File: config.mk
export PLATFORM = sky130hd
export DESIGN_NAME = dcr_cascade_ma
export DESIGN_NICKNAME = d
export VERILOG_FILES = /design/src/rtl/dcr_pkg.sv /design/src/rtl/dcr_delay_line.sv /design/src/rtl/dcr_ma_stage.sv /design/src/rtl/dcr_cascade_ma.sv
export SDC_FILE = /design/constraint.sdc
export NUM_CORES = 2
export LEC_CHECK = 0
export BUFFER_PORTS_ARGS = -buffer_cell sky130_fd_sc_hd__clkbuf_2
export CORE_MARGIN = 2
export CORE_UTILIZATION = 35
export DETAILED_ROUTE_END_ITERATION = 8
export GPL_TIMING_DRIVEN = 0
export PLACE_DENSITY = 0.59
export SKIP_LAST_GASP = 1
export SLEW_MARGIN = 20
export SYNTH_ARGS = -nofsm -noshare
export SYNTH_HDL_FRONTEND = slang
export SYNTH_HIERARCHICAL = 1
export SYNTH_SLANG_ARGS = --single-unit
File: constraint.sdc
create_clock -name clk -period 17.3 [get_ports clk]
set_input_delay 1.73 -clock clk [delete_from_list [all_inputs] [get_ports clk]]
set_output_delay 1.73 -clock clk [all_outputs]
set_load 0.03 [all_outputs]
File: src/rtl/dcr_pkg.sv
package dcr_pkg;

  // Width that holds the full unscaled cascade sum of a signed input.
  function automatic int acc_width(input int data_w, input int log2_d, input int stages);
    return data_w + stages * log2_d;
  endfunction

  // Delay from input to the centre of the cascaded boxcar response.
  function automatic int group_delay(input int log2_d, input int stages);
    return ((1 << log2_d) - 1) * stages / 2;
  endfunction

endpackage

File: src/rtl/dcr_delay_line.sv
module dcr_delay_line #(
  parameter int WIDTH = 16,
  parameter int DEPTH = 32
) (
  input  logic             clk,
  input  logic             rst,
  input  logic             shift_en,
  input  logic [WIDTH-1:0] din,
  output logic [WIDTH-1:0] dout
);

  logic [WIDTH-1:0] mem_q [DEPTH];

  always_ff @(posedge clk) begin
    if (rst) begin
      for (int i = 0; i < DEPTH; i++) mem_q[i] <= '0;
    end else if (shift_en) begin
      mem_q[0] <= din;
      for (int i = 1; i < DEPTH; i++) mem_q[i] <= mem_q[i-1];
    end
  end

  assign dout = mem_q[DEPTH-1];

endmodule

File: src/rtl/dcr_ma_stage.sv
module dcr_ma_stage #(
  parameter int ACC_W = 26
) (
  input  logic                    clk,
  input  logic                    rst,
  input  logic                    en,
  input  logic signed [ACC_W-1:0] din,
  input  logic signed [ACC_W-1:0] din_old,
  output logic signed [ACC_W-1:0] sum_out
);

  logic signed [ACC_W-1:0] acc_q;
  logic signed [ACC_W-1:0] comb_v;

  // comb: newest minus sample leaving the window; wraps freely
  assign comb_v  = din - din_old;
  assign sum_out = acc_q + comb_v;

  always_ff @(posedge clk) begin
    if (rst)     acc_q <= '0;
    else if (en) acc_q <= sum_out;
  end

endmodule

File: src/rtl/dcr_cascade_ma.sv
module dcr_cascade_ma
  import dcr_pkg::*;
#(
  parameter int DATA_W     = 16,
  parameter int LOG2_D     = 5,
  parameter int NUM_STAGES = 2
) (
  input  logic                     clk,
  input  logic                     rst,
  input  logic                     in_valid,
  output logic                     in_ready,
  input  logic signed [DATA_W-1:0] in_data,
  output logic                     out_valid,
  input  logic                     out_ready,
  output logic signed [DATA_W:0]   out_data
);

  localparam int D     = 1 << LOG2_D;
  localparam int ACC_W = acc_width(DATA_W, LOG2_D, NUM_STAGES);
  localparam int SH    = NUM_STAGES * LOG2_D;
  localparam int OUT_W = DATA_W + 1;

  logic accept;
  logic signed [DATA_W-1:0] x_dm1;   // x[n-(D-1)], tap inside first comb line
  logic signed [DATA_W-1:0] x_dmd;   // x[n-D], end of first comb line
  logic signed [DATA_W-1:0] x_grp;   // x delayed by the group delay
  logic signed [ACC_W-1:0]  stage_in  [NUM_STAGES];
  logic signed [ACC_W-1:0]  stage_old [NUM_STAGES];
  logic signed [ACC_W-1:0]  stage_sum [NUM_STAGES];
  logic signed [ACC_W-1:0]  avg_full;
  logic signed [ACC_W-1:0]  diff_full;

  assign in_ready = !out_valid || out_ready;
  assign accept   = in_valid && in_ready;

  // First comb line split at D-1 so its tap doubles as the delay match.
  dcr_delay_line #(.WIDTH(DATA_W), .DEPTH(D-1)) u_line_head (
    .clk(clk), .rst(rst), .shift_en(accept), .din(in_data), .dout(x_dm1));

  dcr_delay_line #(.WIDTH(DATA_W), .DEPTH(1)) u_line_tail (
    .clk(clk), .rst(rst), .shift_en(accept), .din(x_dm1), .dout(x_dmd));

  generate
    if (NUM_STAGES == 4) begin : g_quad_delay
      // a further D-1 after the tap gives 2D-2
      dcr_delay_line #(.WIDTH(DATA_W), .DEPTH(D-1)) u_line_ext (
        .clk(clk), .rst(rst), .shift_en(accept), .din(x_dm1), .dout(x_grp));
    end else begin : g_dual_delay
      assign x_grp = x_dm1;
    end
  endgenerate

  generate
    for (genvar k = 0; k < NUM_STAGES; k++) begin : g_stage
      if (k == 0) begin : g_first
        assign stage_in[k]  = ACC_W'(in_data);
        assign stage_old[k] = ACC_W'(x_dmd);
      end else begin : g_next
        assign stage_in[k] = stage_sum[k-1];
        dcr_delay_line #(.WIDTH(ACC_W), .DEPTH(D)) u_line (
          .clk(clk), .rst(rst), .shift_en(accept),
          .din(stage_sum[k-1]), .dout(stage_old[k]));
      end
      dcr_ma_stage #(.ACC_W(ACC_W)) u_stage (
        .clk(clk), .rst(rst), .en(accept),
        .din(stage_in[k]), .din_old(stage_old[k]), .sum_out(stage_sum[k]));
    end
  endgenerate

  // one arithmetic shift stands for every 1/D
  assign avg_full  = stage_sum[NUM_STAGES-1] >>> SH;
  assign diff_full = ACC_W'(x_grp) - avg_full;

  always_ff @(posedge clk) begin
    if (rst) begin
      out_valid <= 1'b0;
      out_data  <= '0;
    end else if (accept) begin
      out_valid <= 1'b1;
      out_data  <= OUT_W'(diff_full);
    end else if (out_ready) begin
      out_valid <= 1'b0;
    end
  end

endmodule

==> flow_summary_export.csv <==
group,metric,value,unit
place,pre_cts_slack,7940,ps
clock_network,postCtsHoldBufs,0,
sta,skew,43.6,ps
critical_path,crit_arrival,9480,ps
grt,grt_max_degree,58,
grt,antenna_found_initial,7,
final_layout,syn2layout_area_growth,14.6,%
sta,max_freq,114,MHz
grt,grt_pass1_wl,179000,um
die,ios,39,
final_layout,layout_commonest_cell,"edfxtp_1",
hold_path,hp-class,"reg -> reg",
clock_network,clock_path_buffers,3,
place,dpl.hpwl,77300,um
sta,fin_crit_sh,50.9,%
grt,use_met3,2.35,%
synthesis,syn_inst,4039,
critical_path,cp_data_required_time,17990,ps
final_layout,final_nets,4398,
grt,grt_use_met2,19.9,%
sta,maxSlewHeadroom,37.8,%
grt,grt_pass1_vias,31301,
route,ant_nets,0,
route,remaining_drc_errors,0,
die,die_height,420,um
clock_network,cts_tree,"built",
sta,hold_violations,0,
sta,drv_slew,0,
final_layout,stdcell_area,69400,um^2
critical_path,crit_family,"compound AO/OA/AOI/OAI gates",
die,dieArea,176000,um^2
synthesis,netlist_area,60600,um^2
grt,busiest_layer,"met2",
critical_path,worstSetupPathType,"in -> reg",
clock_network,cts_buffers,151,
route,drt_iter0_drc,2459,
clock_network,path_clk_slew,60,ps
synthesis,synth_warnings,6,
critical_path,critPathMaxFanout,10,
die,rows,152,
critical_path,worst-path-buf-inv,6,
critical_path,worstSetupEndpointType,"flop",
critical_path,crit_cells,30,
critical_path,reg2reg_depth,28,
route,first_pass_iters,8,
sta,tns,0,ps
clock_network,cts_max_level,4,
route,via_per_inst,4.65,
grt,grt_usage,13.0,%
route,vias,31127,
critical_path,startpoint_type,"input port",
synthesis,syn-mean-instance-area,15.0,um^2
place,io_buffers,38,
critical_path,cp_slowest_cell,"a21oi_1",
sta,min_period,8800,ps
clock_network,post_cts_resized,0,
clock_network,insertion_delay,780,ps
clock_network,postCtsSetupBuffers,0,
critical_path,max_stage_delay,700,ps
grt,grt_use_met1,18.8,%
clock_network,cts.sinks,1414,
outcome,status,"complete, no violations",
sta,grt_setup_unrepaired,"no",
place,dpl_cell_area,64300,um^2
die,core_area,172000,um^2
die,die_w,420,um
grt,grt.overflow.total,0,
job,maxCapViolations,0,
synthesis,syn_nets,4178,
final_layout,final_cell_mix,"edfxtp_1 (1344), and3b_1 (766), nor2b_1 (581)",
final_layout,drive_gt1_share,12.6,%
hold_path,hold_depth,2,
die,initial_core_util,35.3,%
sta,fin_ws,8500,ps
sta,setup_viol,0,
clock_network,cts_root_buf,"clkbuf_16",
place,routabilityCongestion,0.857,
route,avgRoutedWirePerCell,17.2,um
route,drt-total-wl,115000,um
sta,hold_ws,466,ps
sta,worst_pin_slew,933,ps
==> through the flow <==
stage / std cells / util [%]
2_1_floorplan: 4039 / -
3_3_place_gp: 6387 / 37.1
3_5_place_dp: 6416 / 37.5
4_1_cts: 6691 / 40.4
5_1_grt: 6691 / 40.4
6_report: 6692 / 40.4
==> state kept, by name, summed over array words and instances (netlist names) <==
register and count:
g_stage.g_next.u_line/mem_q 832, out_data 17, u_line_head/mem_q 496, u_line_tail/mem_q 16
out_valid 1, g_stage.u_stage/acc_q 52
==> worst register-to-register path: cells and delay by family (launching register included) <==
kind	cells	cell delay, ps
flip-flops	1	420
AND/OR/NAND/NOR	3	490
adder cells (fa/ha/maj)	5	2180
buffers and inverters	4	610
XOR/XNOR	2	980
AO/OA/AOI/OAI	14	3330
==> final timing paths <==
path	startpoint	end	slack (ps)
hold / removal	g_stage[1].u_stage/acc_q[10]$_SDFFE_PP0P_	g_stage[1].u_stage/acc_q[10]$_SDFFE_PP0P_	470
setup / recovery	in_data[1]	out_data[15]$_SDFFE_PP0P_	8500
setup reg to reg	u_line_tail/mem_q[0][1]$_SDFFCE_PN0P_	out_data[15]$_SDFFE_PP0P_	9190
hold reg to reg	g_stage[1].u_stage/acc_q[10]$_SDFFE_PP0P_	g_stage[1].u_stage/acc_q[10]$_SDFFE_PP0P_	470
==> layer usage <==
layer | share of wire, % | routed length [um] | vias up
met5 | 0 | 0 | -
met3 | 4.2 | 4870 | 185
li1 | - | - | 14990
met2 | 45 | 52100 | 578
met4 | 2.2 | 2490 | 0
met1 | 48 | 55400 | 15374
==> layout make-up <==
class | count | area, um^2
diodes | 1 | 2.50
plain buffers | 321 | 1790
clock buffers | 185 | 3970
clock inverters | 90 | 1130
fillers | 15694 | 102000
inverters | 242 | 908
multi-input cells | 2062 | 16100
flip-flops and latches | 1414 | 41800
well taps | 2310 | 2890
repair buffers | 67 | 868
Power is not shown: default switching activity piles up to over one toggle a cycle in this logic, so the estimate is an artifact.
